$ cat src/rtl/rtc_sec_pkg.sv
package rtc_sec_pkg;

    localparam int DATA_W   = 32;
    localparam int ADDR_W   = 5;
    localparam int CNT_W    = 32;
    localparam int SEL_LSB  = 2;
    localparam int SEL_W    = 3;

    localparam int CTRL_ALM_BIT = 0;
    localparam int CTRL_RUN_BIT = 1;

    typedef enum logic [SEL_W-1:0] {
        REG_CTRL   = 3'd0,
        REG_LOAD   = 3'd1,
        REG_ALARM  = 3'd2,
        REG_MASK   = 3'd3,
        REG_CLEAR  = 3'd4,
        REG_STATUS = 3'd5,
        REG_TIME   = 3'd6,
        REG_NONE   = 3'd7
    } reg_sel_e;

    typedef struct packed {
        logic run;
        logic alarm_on;
    } ctrl_t;

    function automatic logic [CNT_W-1:0] bin_to_gray(input logic [CNT_W-1:0] b);
        return b ^ (b >> 1);
    endfunction

    function automatic logic [CNT_W-1:0] gray_to_bin(input logic [CNT_W-1:0] g);
        logic [CNT_W-1:0] v;
        v = g;
        for (int k = 0; k < $clog2(CNT_W); k++) begin
            v = v ^ (v >> (1 << k));
        end
        return v;
    endfunction

endpackage

$ cat src/rtl/rtc_sec_prescaler.sv
module rtc_sec_prescaler #(
    parameter int PRESC_W = 15
) (
    input  logic               clk,
    input  logic               rst,
    input  logic               run,
    input  logic               tick,
    input  logic               restart,
    output logic               sec_pulse,
    output logic [PRESC_W-1:0] phase
);

    logic [PRESC_W-1:0] phase_q;

    always_ff @(posedge clk) begin
        if (rst) begin
            phase_q <= '0;
        end else if (restart) begin
            phase_q <= '0;
        end else if (run && tick) begin
            phase_q <= phase_q + 1'b1;
        end
    end

    assign sec_pulse = run && tick && (phase_q == '1);
    assign phase     = phase_q;

    AST_IDLE_PHASE: assert property (@(posedge clk) disable iff (rst)
        (!run && !restart) |=> $stable(phase_q));

endmodule

$ cat src/rtl/rtc_sec_counter.sv
module rtc_sec_counter
    import rtc_sec_pkg::*;
(
    input  logic             clk,
    input  logic             rst,
    input  logic             load,
    input  logic [CNT_W-1:0] load_val,
    input  logic             step,
    output logic             advance,
    output logic [CNT_W-1:0] cnt_next,
    output logic [CNT_W-1:0] cnt
);

    logic [CNT_W-1:0] cnt_q;

    assign advance  = step && !load;
    assign cnt_next = cnt_q + 1'b1;

    always_ff @(posedge clk) begin
        if (rst) begin
            cnt_q <= '0;
        end else if (load) begin
            cnt_q <= load_val;
        end else if (step) begin
            cnt_q <= cnt_next;
        end
    end

    assign cnt = cnt_q;

    AST_HOLD_COUNT: assert property (@(posedge clk) disable iff (rst)
        (!load && !step) |=> $stable(cnt_q));

    AST_LOAD_WINS: assert property (@(posedge clk) disable iff (rst)
        (load && step) |=> (cnt_q == $past(load_val)));

endmodule

$ cat src/rtl/rtc_sec_alarm.sv
module rtc_sec_alarm
    import rtc_sec_pkg::*;
#(
    parameter bit GRAY_STORE = 1'b0
) (
    input  logic             clk,
    input  logic             rst,
    input  logic             alarm_wr,
    input  logic [CNT_W-1:0] alarm_wdata,
    input  logic             alarm_on,
    input  logic             advance,
    input  logic [CNT_W-1:0] cnt_next,
    input  logic             clr_req,
    output logic [CNT_W-1:0] alarm,
    output logic             status
);

    logic [CNT_W-1:0] alarm_q;
    logic [CNT_W-1:0] coded_next;
    logic             hit;
    logic             status_q;

    generate
        if (GRAY_STORE) begin : g_gray
            assign coded_next = bin_to_gray(cnt_next);
        end else begin : g_bin
            assign coded_next = cnt_next;
        end
    endgenerate

    assign hit = advance && alarm_on && (alarm_q != '0) && (coded_next == alarm_q);

    always_ff @(posedge clk) begin
        if (rst) begin
            alarm_q  <= '0;
            status_q <= 1'b0;
        end else begin
            if (alarm_wr) begin
                alarm_q <= alarm_wdata;
            end
            if (hit) begin
                status_q <= 1'b1;
            end else if (clr_req) begin
                status_q <= 1'b0;
            end
        end
    end

    assign alarm  = alarm_q;
    assign status = status_q;

    AST_ZERO_SILENT: assert property (@(posedge clk) disable iff (rst)
        $rose(status_q) |-> ($past(alarm_q) != '0 && $past(alarm_on)));

    AST_CLEAR_TAKES: assert property (@(posedge clk) disable iff (rst)
        (clr_req && !advance) |=> !status_q);

endmodule

$ cat src/rtl/rtc_seconds_core.sv
module rtc_seconds_core
    import rtc_sec_pkg::*;
#(
    parameter int PRESC_W    = 15,
    parameter bit GRAY_STORE = 1'b0
) (
    input  logic              clk,
    input  logic              rst,
    input  logic              rtc_tick,
    input  logic [ADDR_W-1:0] bus_addr,
    input  logic              bus_wr,
    input  logic [DATA_W-1:0] bus_wdata,
    output logic [DATA_W-1:0] bus_rdata,
    output logic              irq
);

    reg_sel_e           sel;
    logic               aligned;
    logic               wr_ctrl, wr_load, wr_alarm, wr_mask, wr_clear;
    ctrl_t              ctrl_q;
    logic               mask_q;
    logic [CNT_W-1:0]   load_val;
    logic               sec_pulse;
    logic [PRESC_W-1:0] phase;
    logic               advance;
    logic [CNT_W-1:0]   cnt_next;
    logic [CNT_W-1:0]   cnt;
    logic [CNT_W-1:0]   alarm;
    logic               status;

    assign sel     = reg_sel_e'(bus_addr[SEL_LSB +: SEL_W]);
    assign aligned = (bus_addr[SEL_LSB-1:0] == '0);

    assign wr_ctrl  = bus_wr && aligned && (sel == REG_CTRL);
    assign wr_load  = bus_wr && aligned && (sel == REG_LOAD);
    assign wr_alarm = bus_wr && aligned && (sel == REG_ALARM);
    assign wr_mask  = bus_wr && aligned && (sel == REG_MASK);
    assign wr_clear = bus_wr && aligned && (sel == REG_CLEAR) && bus_wdata[0];

    always_ff @(posedge clk) begin
        if (rst) begin
            ctrl_q <= '0;
            mask_q <= 1'b1;
        end else begin
            if (wr_ctrl) begin
                ctrl_q.run      <= bus_wdata[CTRL_RUN_BIT];
                ctrl_q.alarm_on <= bus_wdata[CTRL_ALM_BIT];
            end
            if (wr_mask) begin
                mask_q <= bus_wdata[0];
            end
        end
    end

    generate
        if (GRAY_STORE) begin : g_load_gray
            assign load_val = gray_to_bin(bus_wdata);
        end else begin : g_load_bin
            assign load_val = bus_wdata;
        end
    endgenerate

    rtc_sec_prescaler #(.PRESC_W(PRESC_W)) i_presc (
        .clk       (clk),
        .rst       (rst),
        .run       (ctrl_q.run),
        .tick      (rtc_tick),
        .restart   (wr_load),
        .sec_pulse (sec_pulse),
        .phase     (phase)
    );

    rtc_sec_counter i_count (
        .clk      (clk),
        .rst      (rst),
        .load     (wr_load),
        .load_val (load_val),
        .step     (sec_pulse),
        .advance  (advance),
        .cnt_next (cnt_next),
        .cnt      (cnt)
    );

    rtc_sec_alarm #(.GRAY_STORE(GRAY_STORE)) i_alarm (
        .clk         (clk),
        .rst         (rst),
        .alarm_wr    (wr_alarm),
        .alarm_wdata (bus_wdata),
        .alarm_on    (ctrl_q.alarm_on),
        .advance     (advance),
        .cnt_next    (cnt_next),
        .clr_req     (wr_clear),
        .alarm       (alarm),
        .status      (status)
    );

    always_comb begin
        bus_rdata = '0;
        if (aligned) begin
            case (sel)
                REG_CTRL: begin
                    bus_rdata[CTRL_RUN_BIT] = ctrl_q.run;
                    bus_rdata[CTRL_ALM_BIT] = ctrl_q.alarm_on;
                end
                REG_ALARM:  bus_rdata = alarm;
                REG_MASK:   bus_rdata[0] = mask_q;
                REG_STATUS: bus_rdata[0] = status;
                REG_TIME:   bus_rdata = GRAY_STORE ? bin_to_gray(cnt) : cnt;
                default:    bus_rdata = '0;
            endcase
        end
    end

    assign irq = status && !mask_q;

    AST_LOAD_PHASE: assert property (@(posedge clk) disable iff (rst)
        wr_load |=> (phase == '0));

    AST_IRQ_CAUSE: assert property (@(posedge clk) disable iff (rst)
        $rose(irq) |-> ($rose(status) || $fell(mask_q)));

    AST_MASK_STILL_SETS: assert property (@(posedge clk) disable iff (rst)
        (mask_q && $rose(status)) |-> !irq);

endmodule

$ cat config.mk
export PLATFORM = sky130hd
export DESIGN_NAME = rtc_seconds_core
export DESIGN_NICKNAME = d
export VERILOG_FILES = /design/src/rtl/rtc_sec_pkg.sv /design/src/rtl/rtc_sec_prescaler.sv /design/src/rtl/rtc_sec_counter.sv /design/src/rtl/rtc_sec_alarm.sv /design/src/rtl/rtc_seconds_core.sv
export SDC_FILE = /design/constraint.sdc
export NUM_CORES = 1
export LEC_CHECK = 0
export BUFFER_PORTS_ARGS = -buffer_cell sky130_fd_sc_hd__buf_2
export CELL_PAD_IN_SITES_DETAIL_PLACEMENT = 1
export CELL_PAD_IN_SITES_GLOBAL_PLACEMENT = 1
export CORE_ASPECT_RATIO = 1.1
export CORE_MARGIN = 1
export CORE_UTILIZATION = 44
export CTS_CLUSTER_SIZE = 10
export DETAILED_ROUTE_END_ITERATION = 8
export GPL_TIMING_DRIVEN = 1
export PLACE_DENSITY = 0.9
export RECOVER_POWER = 50
export SLEW_MARGIN = 20
export SYNTH_ARGS = -nofsm -noshare
export SYNTH_HDL_FRONTEND = slang
export SYNTH_HIERARCHICAL = 1
export SYNTH_SLANG_ARGS = --single-unit
$ cat constraint.sdc
create_clock -name clk -period 3.7 [get_ports clk]
set_input_delay 0.74 -clock clk [delete_from_list [all_inputs] [get_ports clk]]
set_output_delay 0.74 -clock clk [all_outputs]
set_load 0.01 [all_outputs]
### Word-level counts from Yosys, hierarchy flattened

Cells that the tools add are included.

| word-level totals | value |
|---|---|
| input bits | 41 |
| output and inout port bits | 33 |
| bits in registers | 83 |

| cells by class | value |
|---|---|
| reductions and logical operators | 22 |
| add/sub/neg operators | 2 |
| eq/ne operators | 8 |
| multiplexer cells | 8 |

Operators by type and width:

| operator | number |
|---|---|
| 2-to-1 mux 32 bit | 3 |
| one-hot mux 30 bit (2 select lines) | 1 |
| adder 32 x 1 -> 32 bit, second input constant | 1 |
| == test 32 bit | 1 |
| nonzero test 32 bit | 1 |
| adder 15 x 1 -> 15 bit, second input constant | 1 |
| == test 15 bit, second input constant | 1 |
| logical AND 1 bit | 14 |
| == test 3 bit, second input constant | 3 |
| == test 3 x 2 -> 1 bit, second input constant | 2 |
| one-hot mux 1 bit (5 select lines) | 1 |
| nonzero test 2 bit | 2 |
| == test 3 x 1 -> 1 bit, second input constant | 1 |
| logical NOT 3 bit | 1 |
| one-hot mux 1 bit (3 select lines) | 1 |
| logical NOT 1 bit | 2 |
| logical NOT 2 bit | 1 |
| 2-to-1 mux 1 bit | 2 |
| OR reduction 2 bit | 1 |

### Longest topological paths before layout

| depth | value |
|---|---|
| depth after elaboration | 9 |
| mapped depth | 12 |

### Cells and area by module

Netlist, hierarchy kept.

By module, submodules not included:

| module | area each (sq um) | cells each | seq. area each (sq um) | times used |
|---|---|---|---|---|
| rtc_sec_counter | 2,478.6 | 321 | 640.6 | 1 |
| rtc_sec_alarm | 1,567.8 | 163 | 660.6 | 1 |
| rtc_sec_prescaler | 735.7 | 82 | 300.3 | 1 |
| rtc_seconds_core | 689.4 | 106 | 60.1 | 1 |

### Least setup slack after synthesis

OpenSTA, ideal clock, no wires.

| path | value |
|---|---|
| path kind | input to register |
| start point | input bus_addr[4] |
| end point | register i_count.cnt_q[1] (netlist: i_count/cnt[1]) |
| stages on the path | 9 |
| arrival | 2.816 ns |
| setup slack | 0.756 ns |
| required time | 3.572 ns |
| path through | buf_6 > or4b_4 > nor3b_1 > clkbuf_1 > clkbuf_1 > buf_1 > nor2_1 > a21oi_1 > nor2_1 |

| between the ends | value |
|---|---|
| longest elaborated chain between the ends | 3 |
| elaborated cells on any way between the ends | 4 |

Ends and longest elaborated chain:

| item | RTL line | RTL |
|---|---|---|
| start, declared | rtc_seconds_core.sv:10 | `input logic [ADDR_W-1:0] bus_addr,` |
| == test 3 x 1 -> 1 bit (*) | rtc_seconds_core.sv:35 | `assign wr_load = bus_wr && aligned && (sel == REG_LOAD);` |
| logical AND 1 bit (*) | rtc_seconds_core.sv:35 |  |
| net wr_load | rtc_seconds_core.sv:19 | `logic wr_ctrl, wr_load, wr_alarm, wr_mask, wr_clear;` |
| 2-to-1 mux 32 bit or nonzero test 2 bit (tied branches) | - |  |
| end signal, assigned | rtc_sec_counter.sv:23 | `cnt_q <= load_val;` |
| end signal, assigned | rtc_sec_counter.sv:25 | `cnt_q <= cnt_next;` |
| end, declared | rtc_sec_counter.sv:14 | `logic [CNT_W-1:0] cnt_q;` |

The timed path passes the listed nets; every way through them passes the cells marked *.
A chain may end at the register's enable or synchronous reset.

### Worst setup path after layout

| path | value |
|---|---|
| start point | input bus_addr[4] |
| end point | register i_presc.phase_q[6] (netlist: i_presc/phase[6]) |

| between the ends | value |
|---|---|
| longest elaborated chain between the ends | 3 |

Ends and longest elaborated chain:

| item | RTL line | RTL |
|---|---|---|
| == test 3 x 1 -> 1 bit | rtc_seconds_core.sv:35 |  |
| logical AND 1 bit | rtc_seconds_core.sv:35 |  |
| net wr_load | rtc_seconds_core.sv:19 |  |
| OR reduction 2 bit (no source line) | - |  |
| end signal, assigned | rtc_sec_prescaler.sv:21 | `phase_q <= phase_q + 1'b1;` |
| end, declared | rtc_sec_prescaler.sv:13 | `logic [PRESC_W-1:0] phase_q;` |

The timed path passes the listed nets, and every way through them passes these cells.

==> results.toml <==
[timing]
rsz0062_at_grt = "false"
maxSlewHeadroom = -0.572
hold_viol_final = 0
clock.fmax_ghz = 0.302
period_share = 0.895
period_needed_ns = 3.31
drv_slew = 54
finalSetupTns_ns = 0
hold_ws_ns = 0.500
finClkSkew_ns = 0.00582
setup_viol = 0
tightest_slew_ns = 2.36

[global_routing]
grt.total_usage = 0.273
grt_pass1_vias = 5434
grt_pass1_wl_um = 27400
antenna_found_initial = 0
overflow = 0
grt_max_degree = 54

[logic_synthesis]
synth_edf_count = 0
yosysWarnings = 6
syn_inst = 672
synth_cell_types = 67
syn_nets = 715
syn_area_per_cell_um2 = 8.14
synth-main-ff-cell = "dfxtp_1"
synth-async-reset-ratio = 0
ys_seq_elements = 83
ys_seq_area_frac = 0.304
syn_area_mm2 = 0.00547

[power_and_ir_drop]
p_leak_nw = 2.18
power_frac_seq = 0.450
p_per_area_mw_per_mm2 = 327
switching_share = 0.234
p_switching_mw = 0.475
combPwrFrac = 0.058
pwr-share-clk = 0.492
p_int_mw = 1.55
ir_drop_mv = 0.260

[outcome]
violations = "capacitance limit, slew limit"
status = "finished with violations"

[floorplanning]
rows = 42
start_util = 0.453
ios = 74
die_x_um = 108
die_h_um = 119
core-area_mm2 = 0.0121
fp.dieArea_mm2 = 0.0129

[critical_path]
path_class = "in2reg"
cp_slowest_cell = "or2_0"
critPathMaxFanout = 21
reg2reg_depth = 9
cp_data_required_time_ns = 3.90
worstPathArrival_ns = 3.51
end_kind = "flip-flop"
cpPeakStageDelay_ns = 0.84
crit_chain = "buf_2 -> or4b_4 -> nor3b_2 -> clkbuf_1 -> or2_0 -> nor2_1"
start_kind = "primary input"

[finish]
fillers = 1502
drive_above_1_share = 0.169
num-nets-final = 758
multi_input_area_mm2 = 0.00354
layout_commonest_cell = "nor2_1"
mostFrequentLayoutCells = "107 x nor2_1, 83 x dfxtp_1, 71 x buf_2, 55 x xnor2_1"
n_antenna_cell = 0
register_area_mm2 = 0.00166
area_growth_syn_to_layout_pct = 13.3

[clock_tree]
cts_hold_buf = 0
cts_setup_buffers = 0
cts.clk_slew.worst_paths_ns = 0.06
clockBufferDepth = 2
clock_sinks = 83
clk_latency_ns = 0.35
cts_resized = 0
cts_buffers = 9
cts_root_buffer = "clkbuf_16"
cts_tree = "built"
cts_max_level = 3

[job]
cap_viol_max_count = 1

[detailed_routing]
drt_iter0_drc = 330
ant_nets = 0
drtPass1Iterations = 4
post_drt_wl_per_cell_um = 19.5
wl_um = 17000
vias_per_cell = 6.05
dr_total_vias = 5290
drc = 0

[placed_design]
place.gp.congestion = 0.887
dp_hpwl_um = 12100
io_buffers = 73

[worst_hold_path]
holdPathStages = 2
hold_path_class = "reg2reg"
[power by group through the flow]
stage	sequential [mW]	combinational (mW)	clock, mW
detailed placement	0.932	0.117	0
global placement	0.931	0.113	0
finish	0.912	0.117	0.998
CTS	0.912	0.118	1.02
global route	0.913	0.128	1.05
floorplan	0.927	0.0711	0
[synth_stat cells (all sizes together), types with 8 or more instances]
cell	count	share of area
nand3	20	0.021
a22oi	31	0.043
clkbuf	31	0.021
or3	8	0.0091
o21ai	10	0.0091
nand4	29	0.040
a211oi	11	0.015
xor2	30	0.048
nor2	110	0.077
xnor2	55	0.088
nor3b	11	0.016
buf	20	0.021
inv	12	0.0082
dfxtp	83	0.30
nand2b	8	0.0091
nand2	37	0.025
a21oi	16	0.015
mux2i	37	0.068
nor4	23	0.035
and4	10	0.017
nor3	15	0.016
[critical path: cells and delay by family]
family	cells	cell delay [ns]
and+or+nand+nor	4	1.79
buffers and inverters	2	0.98
[area by class of cell]
type	count	area share
clock buffer	10	0.0385
clock inverter	6	0.0143
inverter	13	0.00787
multi-input combinational	525	0.571
sequential	83	0.268
tap	154	0.0311
timing repair buffer	83	0.0692
[flip-flops by register name (all words and copies together) (netlist names)]
register        count
i_count/cnt        32
ctrl_q              2
i_alarm/alarm      32
i_alarm/status      1
i_presc/phase      15
mask_q              1
[cell families after synthesis]
kind of cell             Yosys count  synth area share
XOR/XNOR                          85             0.136
AND/OR/NAND/NOR                  297             0.300
flip-flops                        83             0.304
multiplexers                      38            0.0697
buffers and inverters             64            0.0510
AO/OA/AOI/OAI                    103             0.135
adder cells (fa/ha/maj)            2           0.00457
[path summary, 6_finish.rpt]
kind,from,endpoint,slack [ns]
setup / recovery,bus_addr[4],i_presc/phase[6]$_SDFFE_PP0P_,0.39
setup reg to reg,i_presc/phase[2]$_SDFFE_PP0P_,i_count/cnt[16]$_SDFFE_PP0P_,0.60
hold reg to reg,i_presc/phase[1]$_SDFFE_PP0P_,i_presc/phase[1]$_SDFFE_PP0P_,0.50
hold / removal,i_presc/phase[1]$_SDFFE_PP0P_,i_presc/phase[1]$_SDFFE_PP0P_,0.50
[metrics by stage]
| stage | utilization | setup slack, ns | cells | instance area (um^2) | power (mW) |
|---|---|---|---|---|---|
| after floorplan | - | 0.756 | 672 | 5470 | 0.998 |
| after global placement | 0.487 | 0.697 | 858 | 5890 | 1.04 |
| after detailed placement | 0.487 | 0.494 | 858 | 5890 | 1.05 |
| after CTS | 0.514 | 0.607 | 874 | 6220 | 2.05 |
| after global routing | 0.513 | 0.204 | 874 | 6200 | 2.09 |
| final | 0.513 | 0.387 | 874 | 6200 | 2.03 |
[per-layer routing]
metal  global-route usage  vias up  wire length, um
li1                     -     2502                -
met1                0.338     2619             7570
met2                0.456      135             8310
met3               0.0558       34              726
met4                0.111        0              397
met5                    0        -                0
No activity file was read; power rests on OpenSTA's default activity.
